==> src/rtl/scaler_pkg.sv <==
package scaler_pkg;
  typedef struct packed {
    logic load;    // capture sample, clear accumulator
    logic step;    // one shift-and-add iteration
    logic addBit;  // current constant bit
    logic finish;  // last iteration: publish result
  } scaler_ctl_t;
endpackage

==> src/rtl/scaler_ctrl.sv <==
module scaler_ctrl
  import scaler_pkg::*;
#(
  parameter int K_W   = 13,
  parameter int K_VAL = 7301
) (
  input  logic        clk,
  input  logic        rstHi,
  input  logic        startReq,
  output scaler_ctl_t ctl,
  output logic        busyFlag,
  output logic        donePulse
);
  localparam int CNT_W = $clog2(K_W);
  localparam logic [CNT_W-1:0] LAST = CNT_W'(K_W - 1);
  localparam logic [K_W-1:0] K_BITS = K_W'(K_VAL);

  logic             busyQ;
  logic             doneQ;
  logic [CNT_W-1:0] stepCnt;
  logic [K_W-1:0]   kShift;
  logic             lastStep;

  assign lastStep   = busyQ && (stepCnt == LAST);
  assign ctl.load   = startReq && !busyQ;
  assign ctl.step   = busyQ;
  assign ctl.addBit = busyQ && kShift[0];
  assign ctl.finish = lastStep;

  always_ff @(posedge clk or posedge rstHi) begin
    if (rstHi) begin
      busyQ   <= 1'b0;
      doneQ   <= 1'b0;
      stepCnt <= '0;
      kShift  <= '0;
    end else begin
      doneQ <= lastStep;
      if (ctl.load) begin
        busyQ   <= 1'b1;
        stepCnt <= '0;
        kShift  <= K_BITS;
      end else if (busyQ) begin
        kShift  <= kShift >> 1;
        stepCnt <= stepCnt + 1'b1;
        if (lastStep) busyQ <= 1'b0;
      end
    end
  end

  assign busyFlag  = busyQ;
  assign donePulse = doneQ;

  // done lasts a single cycle
  p_done_single_r3: assert property (@(posedge clk) disable iff (rstHi)
    doneQ |=> !doneQ);
  // done never overlaps busy
  p_done_idle_r4: assert property (@(posedge clk) disable iff (rstHi)
    doneQ |-> !busyQ);
  // accepted start raises busy
  p_start_busy_r4: assert property (@(posedge clk) disable iff (rstHi)
    (startReq && !busyQ) |=> busyQ);
  // start while busy does not restart the counter
  p_ignore_start_r5: assert property (@(posedge clk) disable iff (rstHi)
    (busyQ && startReq && !lastStep) |=> (busyQ && stepCnt == $past(stepCnt) + 1'b1));
  // counter stays within the step range
  p_cnt_range_r3: assert property (@(posedge clk) disable iff (rstHi)
    busyQ |-> (stepCnt <= LAST));
endmodule

==> src/rtl/scaler_dpath.sv <==
module scaler_dpath
  import scaler_pkg::*;
#(
  parameter int DATA_W = 24,
  parameter int K_W    = 13
) (
  input  logic              clk,
  input  logic              rstHi,
  input  scaler_ctl_t       ctl,
  input  logic [DATA_W-1:0] sampleIn,
  output logic [DATA_W-1:0] resultOut
);
  localparam int ACC_W = DATA_W + K_W;

  logic [ACC_W-1:0]  mcand;
  logic [ACC_W-1:0]  accQ;
  logic [ACC_W:0]    sumWide;
  logic [ACC_W-1:0]  accNext;
  logic [DATA_W-1:0] resQ;

  assign sumWide = {1'b0, accQ} + {1'b0, mcand};
  assign accNext = ctl.addBit ? sumWide[ACC_W-1:0] : accQ;

  always_ff @(posedge clk or posedge rstHi) begin
    if (rstHi) begin
      mcand <= '0;
      accQ  <= '0;
      resQ  <= '0;
    end else begin
      if (ctl.load) begin
        mcand <= ACC_W'(sampleIn);
        accQ  <= '0;
      end else if (ctl.step) begin
        accQ  <= accNext;
        mcand <= mcand << 1;
      end
      if (ctl.finish) resQ <= accNext[ACC_W-1:K_W];
    end
  end

  assign resultOut = resQ;

  // shift-and-add never carries out of the accumulator
  p_no_overflow_r7: assert property (@(posedge clk) disable iff (rstHi)
    ctl.addBit |-> !sumWide[ACC_W]);
  // result only moves on the finishing edge
  p_result_hold_r6: assert property (@(posedge clk) disable iff (rstHi)
    !ctl.finish |=> $stable(resQ));
endmodule

==> src/rtl/const_ratio_scaler.sv <==
module const_ratio_scaler
  import scaler_pkg::*;
#(
  parameter int DATA_W = 24,
  parameter int K_W    = 13,
  parameter int K_VAL  = 7301
) (
  input  logic              clk,
  input  logic              rstHi,
  input  logic              startReq,
  input  logic [DATA_W-1:0] sampleIn,
  output logic              busyFlag,
  output logic              donePulse,
  output logic [DATA_W-1:0] resultOut
);
  scaler_ctl_t ctl;

  scaler_ctrl #(.K_W(K_W), .K_VAL(K_VAL)) u_ctrl (
    .clk(clk), .rstHi(rstHi), .startReq(startReq), .ctl(ctl),
    .busyFlag(busyFlag), .donePulse(donePulse)
  );

  scaler_dpath #(.DATA_W(DATA_W), .K_W(K_W)) u_dpath (
    .clk(clk), .rstHi(rstHi), .ctl(ctl), .sampleIn(sampleIn),
    .resultOut(resultOut)
  );
endmodule

==> config.mk <==
export PLATFORM = sky130hd
export DESIGN_NAME = const_ratio_scaler
export DESIGN_NICKNAME = d
export VERILOG_FILES = /design/src/rtl/scaler_pkg.sv /design/src/rtl/scaler_ctrl.sv /design/src/rtl/scaler_dpath.sv /design/src/rtl/const_ratio_scaler.sv
export SDC_FILE = /design/constraint.sdc
export NUM_CORES = 1
export LEC_CHECK = 0
export BUFFER_PORTS_ARGS = -buffer_cell sky130_fd_sc_hd__buf_2
export CAP_MARGIN = 15
export CORE_MARGIN = 4
export CORE_UTILIZATION = 35
export CTS_CLUSTER_SIZE = 8
export DETAILED_ROUTE_END_ITERATION = 10
export PLACE_DENSITY = 0.59
export RECOVER_POWER = 50
export SLEW_MARGIN = 20
export SYNTH_ARGS = -nofsm -noshare
export SYNTH_HDL_FRONTEND = slang
export SYNTH_SLANG_ARGS = --single-unit
==> constraint.sdc <==
create_clock -name clk -period 6.85 [get_ports clk]
set_input_delay 0.685 -clock clk [delete_from_list [all_inputs] [get_ports clk]]
set_output_delay 0.685 -clock clk [all_outputs]
set_load 0.01 [all_outputs]
==> results.toml, run 1 <==
[synthesis]
synthArstFlopShare_pct = 100.0
ys_ff_latch = 117
synth_cells = 747
synthFlopType = "dfrtp_1"
synth_edf_count = 0
ys_types = 61
syn-num-nets = 813
syn_area_per_cell_um2 = 9.073
syn_area_mm2 = 0.006778
yosysWarnings = 0
synth.yosys.seq_area_share_pct = 43.20

[outcome]
status = "complete, but fails checks"
violations = "max-capacitance violations, max-slew violations"

[worst_setup_path]
crit_type = "reg -> reg"
cp_max_fo = 112
worstPathArrival_ns = 3.94
crit_path_start_kind = "flop"
slowest_delay_ns = 1.07
worstSetupEndpointType = "flop"
crit_slowest_cell = "dfrtp_4"
startpoint = "u_ctrl.busyFlag$_DFF_PP0_"
worst-path-stages = 6
cpLargestDelayFamily = "simple AND/OR/NAND/NOR gates"
critPathRequiredTime_ns = 7.13
crit_chain = "nand4_1 > inv_1 > buf_4 > nand2_1 > nor2_1 > nor3_1"
ff2ff_path_depth = 6
regToRegStartpoint = "u_ctrl.busyFlag$_DFF_PP0_"
crit_buf_inv = 2

[clock_network]
clk_path_buf_depth = 2
cts_tree = "built"
cts_buffers = 17
htree_num_levels = 4
path_clk_slew_ns = 0.06
clk_latency_ns = 0.41
clock_tree.root_cell = "clkbuf_16"
cts_setup_buffers = 0
clkSinkCount = 117
cts_resized = 0
hold_buffers = 0

[worst_hold_path]
hold_class = "reg -> reg"
hold_start = "u_ctrl.kShift[1]$_DFFE_PP0P_"
hold_depth = 2

[timing]
finalSetupViolations = 0
drv_slew = 48
finalWorstPathRequiredPeriod_ns = 3.651
tns_ns = 0
rsz0062_at_grt = "no"
layout_worst_path_cycle_share_pct = 53.31
slew_headroom_pct = -39.20
worst_pin_slew_ns = 2.077
fin_skew_ns = 0.009192
timing.fmax_mhz = 273.9
hold_viol_final = 0

[drt]
routed_wirelength_mm = 15.99
drt.antenna.violating_nets = 0
drt_pre_antenna_iters = 5
vias_per_cell = 5.127
wl_per_cell_um = 15.10
vias = 5429
remaining_drc_errors = 0
drt_iter0_drc = 313

[power]
leakagePower_uw = 0.003680
power_frac_clock_pct = 26.4
p_int_uw = 2245
power.net_switching_uw = 1503
swShare_pct = 40.10
sequentialPowerShare_pct = 33.5
irDropWorstVdd_uv = 209.3
comb_power_share_pct = 40.1
power.density_mw_per_mm2 = 476.7

[layout]
antennaDiodeCount = 0
layout-drive-gt1-share_pct = 10.64
area_delta_synth_final_pct = 15.97
nNetsFinal = 852
final_util_pct = 41.60

[floorplan]
fp.dieArea_mm2 = 0.02166
rows = 50
coreArea_mm2 = 0.01889
ioPinCount = 53
fp.dieW_um = 147.2
start_util_pct = 35.87
die_y_um = 147.2

[run]
maxCapViolations = 1

[grt]
grt-ovfl-total = 0
grt_pass1_wl_mm = 27.22
grt_usage_pct = 15.44
grt_pass1_vias = 5308
antenna_found_initial = 0
grt_max_degree = 113

[place]
io_buffers = 52
gp_congestion = 0.8224
dpl.hpwl_mm = 11.01
through the flow:
step                instances  cell area (µm²)  hold WS [ns]  setup WS [ns]  power (µW)
finish                   1059             7860        0.4817          3.199        3747
global route             1059             7860        0.5079          2.845        4063
CTS                      1059             7893        0.3602          3.208        3801
detailed placement       1027             7234        0.4631          3.222        2795
global placement         1027             7234        0.4635          3.319        2771
floorplan                 747             6778        0.4540          3.064        2375
routing by layer:
metal,global-route usage (%),part of all wire [%]
met5,0,0
met4,4.101,1.4
met3,3.763,3.4
met2,25.35,47
met1,20.50,48
layout make-up:
type                    instances  area (µm²)
clock buffers                  20       456.7
clock inverters                12       201.4
fillers                      1940       11030
inverters                      16       61.31
multi-input cells             579        3632
flip-flops and latches        117        2932
well taps                     260       325.3
repair buffers                 55       251.5
logic make-up after synthesis:
kind of cell             Yosys count  synth area share [%]
AND/OR/NAND/NOR                  254                 16.89
multiplexers                      30                 4.467
XOR/XNOR                          30                 3.877
adder cells (fa/ha/maj)           39                 7.310
buffers and inverters             51                 3.212
AO/OA/AOI/OAI                    226                 21.05
flip-flops                       117                 43.20
worst paths after layout:
check | end | slack (ns)
hold reg to reg | u_ctrl.kShift[0]$_DFFE_PP0P_ | 0.48
setup / recovery | u_dpath.resultOut[14]$_DFFE_PP0P_ | 3.20
setup reg to reg | u_dpath.resultOut[14]$_DFFE_PP0P_ | 3.20
max in group asynchronous | u_ctrl.busyFlag$_DFF_PP0_ | 4.26
min in group asynchronous | u_dpath.mcand[25]$_DFFE_PP0P_ | 0.81
hold / removal | u_ctrl.kShift[0]$_DFFE_PP0P_ | 0.48
flip-flops by register name (all words and copies together), names as in the netlist:
register           cells
u_ctrl.busyFlag        1
u_ctrl.donePulse       1
u_ctrl.kShift         13
u_ctrl.stepCnt         4
u_dpath.accQ          37
u_dpath.mcand         37
u_dpath.resultOut     24
power by group through the flow:
stage / Combinational (µW) / Clock [µW] / Sequential (µW)
6_report: 1500 / 990 / 1260
5_1_grt: 1720 / 1040 / 1300
4_1_cts: 1540 / 1010 / 1260
3_5_place_dp: 1530 / 0 / 1270
3_3_place_gp: 1510 / 0 / 1260
2_1_floorplan: 1220 / 0 / 1160
cells in the final DEF, fill, tap and decap left out, types with 18 or more instances in the layout:
cell and n:
ha_1 38, o21ai_1 19, nand2_1 130, nand2b_1 22, mux2i_1 28, clkbuf_1 26
nor2_1 50, o21ai_0 73, a21oi_1 43, buf_2 27, dfrtp_1 116, xnor2_1 18
cells in the mapped netlist, types with 7 or more instances:
library cell	instances	share of area, %
nand2_1	130	7.2
dfrtp_1	117	43
o21ai_0	73	5.4
nor2_1	50	2.8
a21oi_1	43	3.2
ha_1	38	7.0
mux2i_1	28	4.1
clkbuf_1	27	1.5
nand2b_1	22	2.0
o21ai_1	19	1.4
xnor2_1	18	2.3
a21o_1	17	1.9
a31oi_1	16	1.5
inv_1	16	0.89
a22o_1	15	1.9
xor2_1	12	1.6
nand3_1	11	0.81
nor3_1	9	0.66
o21bai_1	9	1.0
and3_1	7	0.65
worst register-to-register path, stage by stage, from the launching register on:
cell,delay [ns]
dfrtp_4,1.07
nand4_1,0.98
inv_1,0.74
buf_4,0.36
nand2_1,0.16
nor2_1,0.16
nor3_1,0.06
(Power assumes the default switching activity.)
==> inputs of run 2 (changes only) <==
- clock period: 6.85 -> 3.72 ns (I/O delays scaled with it)
==> run 2 against run 1 <==
Final area increased by 0.41%. Die area unchanged. Largest power group unchanged. Highest routed layer unchanged. Worst setup slack got worse by 2.7 ns. Count of clock-buffer cells in the layout unchanged. The flow still finishes with violations (max-capacitance violations, max-slew violations). Largest cell class unchanged. Sequential share of layout area decreased by 0.20 points. Clock power increased by 78%. First-iteration DRC count decreased by 24%. Critical path depth increased by 7. Sequential cell count unchanged. Wire length increased by 0.66%. Critical endpoint is now u_dpath.resultOut[21]$_DFFE_PP0P_. Non-clock buffer count increased by 7.
==> results.toml, run 2 (same netlist as run 1, synthesis figures left out) <==
[timing]
drv_slew = 112
finalSetupViolations = 0
tns_ns = 0
setup_slack_ns = 0.5481
rsz0062_at_grt = "no"
fin_skew_ns = 0.01276
hold_viol_final = 0
worst_pin_slew_ns = 2.827
finalWorstPathRequiredPeriod_ns = 3.172
layout_worst_path_cycle_share_pct = 85.27
slew_headroom_pct = -88.46
timing.fmax_mhz = 315.3

[layout]
layout-drive-gt1-share_pct = 13.15
area_delta_synth_final_pct = 16.45
nNetsFinal = 859
final_area_mm2 = 0.007893
mostFrequentLayoutCells = "nand2_1 (130), dfrtp_1 (117), o21ai_0 (73), nor2_1 (50), buf_2 (47)"
antennaDiodeCount = 0
final_util_pct = 41.77
final_common_cell = "nand2_1"

[drt]
drt_iter0_drc = 238
wl_per_cell_um = 15.10
routed_wirelength_mm = 16.09
vias_per_cell = 4.992
drt.antenna.violating_nets = 0
remaining_drc_errors = 0
drt_pre_antenna_iters = 5
vias = 5322

[place]
gp_congestion = 0.8493
place_ws_ns = 0.6140
dpl.hpwl_mm = 10.96
io_buffers = 52
placed_cell_area_mm2 = 0.007287

[floorplan]
ioPinCount = 53
die_y_um = 147.2
rows = 50
start_util_pct = 35.87
fp.dieW_um = 147.2
coreArea_mm2 = 0.01889
fp.dieArea_mm2 = 0.02166

[clock_network]
cts_buffers = 17
clkSinkCount = 117
cts_resized = 0
clock_tree.root_cell = "clkbuf_16"
path_clk_slew_ns = 0.06
clk_latency_ns = 0.42
hold_buffers = 0
cts_tree = "built"
clk_path_buf_depth = 2
cts_setup_buffers = 0
htree_num_levels = 4

[power]
comb_power_share_pct = 42.5
power.density_mw_per_mm2 = 869.2
p_int_uw = 4108
swShare_pct = 40.12
irDropWorstVdd_uv = 390.7
leakagePower_uw = 0.003765
sequentialPowerShare_pct = 31.9
power_frac_clock_pct = 25.6
power.net_switching_uw = 2753

[worst_setup_path]
crit_type = "reg -> reg"
slowest_delay_ns = 0.42
worstPathArrival_ns = 3.51
crit_slowest_cell = "fa_1"
timing.critical_path.mode_cell = "o2111ai_1"
crit_chain = "ha_1 > inv_1 > fa_1 > nor2b_4 > o2111ai_1 > a211oi_2 > o2111ai_1 > a21oi_1 > o2111ai_1 > a31oi_1 > xor2_1 > nand2_1 > a31oi_1"
critPathRequiredTime_ns = 4.06
worstSetupEndpointType = "flop"
crit_path_start_kind = "flop"
cp_max_fo = 3

[outcome]
status = "complete, but fails checks"
violations = "max-capacitance violations, max-slew violations"

[grt]
grt-ovfl-total = 0
grt_pass1_wl_mm = 27.31
grt_max_degree = 96
antenna_found_initial = 0
grt_usage_pct = 15.55
grt_pass1_vias = 5365

[worst_hold_path]
hold_class = "in -> reg"

[run]
maxCapViolations = 2
## run 2: final cells by class
type	count	area (µm²)
inverters	16	60.06
clock inverters	12	178.9
multi-input cells	579	3632
flip-flops and latches	117	2928
clock buffers	20	456.7
well taps	260	325.3
repair buffers	62	311.5
fillers	1937	11000
## run 2: path summary, 6_finish.rpt
check | from | depth (start not counted) | endpoint | slack (ns)
max in group asynchronous | rstHi | 3 | u_dpath.resultOut[14]$_DFFE_PP0P_ | 1.00
min in group asynchronous | rstHi | 2 | u_dpath.mcand[26]$_DFFE_PP0P_ | 0.77
worst min-delay path | sampleIn[0] | 3 | u_dpath.mcand[0]$_DFFE_PP0P_ | 0.22
worst max register to register | u_dpath.mcand[0]$_DFFE_PP0P_ | 13 | u_dpath.resultOut[21]$_DFFE_PP0P_ | 0.55
worst min register to register | u_dpath.resultOut[22]$_DFFE_PP0P_ | 2 | u_dpath.resultOut[22]$_DFFE_PP0P_ | 0.48
worst max-delay path | u_dpath.mcand[0]$_DFFE_PP0P_ | 13 | u_dpath.resultOut[21]$_DFFE_PP0P_ | 0.55
## run 2: worst max-delay path: cells and delay by family, from the launching register on
| kind | cells | cell delay (ns) |
|---|---|---|
| compound gates | 7 | 1.69 |
| fa+ha+maj | 2 | 0.59 |
| flops | 1 | 0.37 |
| simple gates | 2 | 0.24 |
| xor+xnor | 1 | 0.16 |
| buf+inv | 1 | 0.05 |
## run 2: power by group through the flow
stage          clock network [µW]  logic, µW  registers [µW]
2_1_floorplan                   0       2240            2130
3_3_place_gp                    0       2900            2210
3_5_place_dp                    0       2930            2210
4_1_cts                      1790       2950            2200
5_1_grt                      1860       3340            2260
6_report                     1760       2920            2190
## run 2: per-stage QoR
step / total power, µW / instances / hold slack [ns]
after floorplan: 4373 / 747 / 0.4540
after global placement: 5111 / 1034 / 0.4601
after detailed placement: 5144 / 1034 / 0.4616
after CTS: 6944 / 1066 / 0.1299
after global routing: 7449 / 1066 / 0.2306
final: 6860 / 1066 / 0.2224
## run 2: routing by layer
metal,routed length [µm],GRT usage (%)
met5,0,0
met4,206,4.427
met3,720,4.102
met2,7383,25.28
met1,7783,20.52
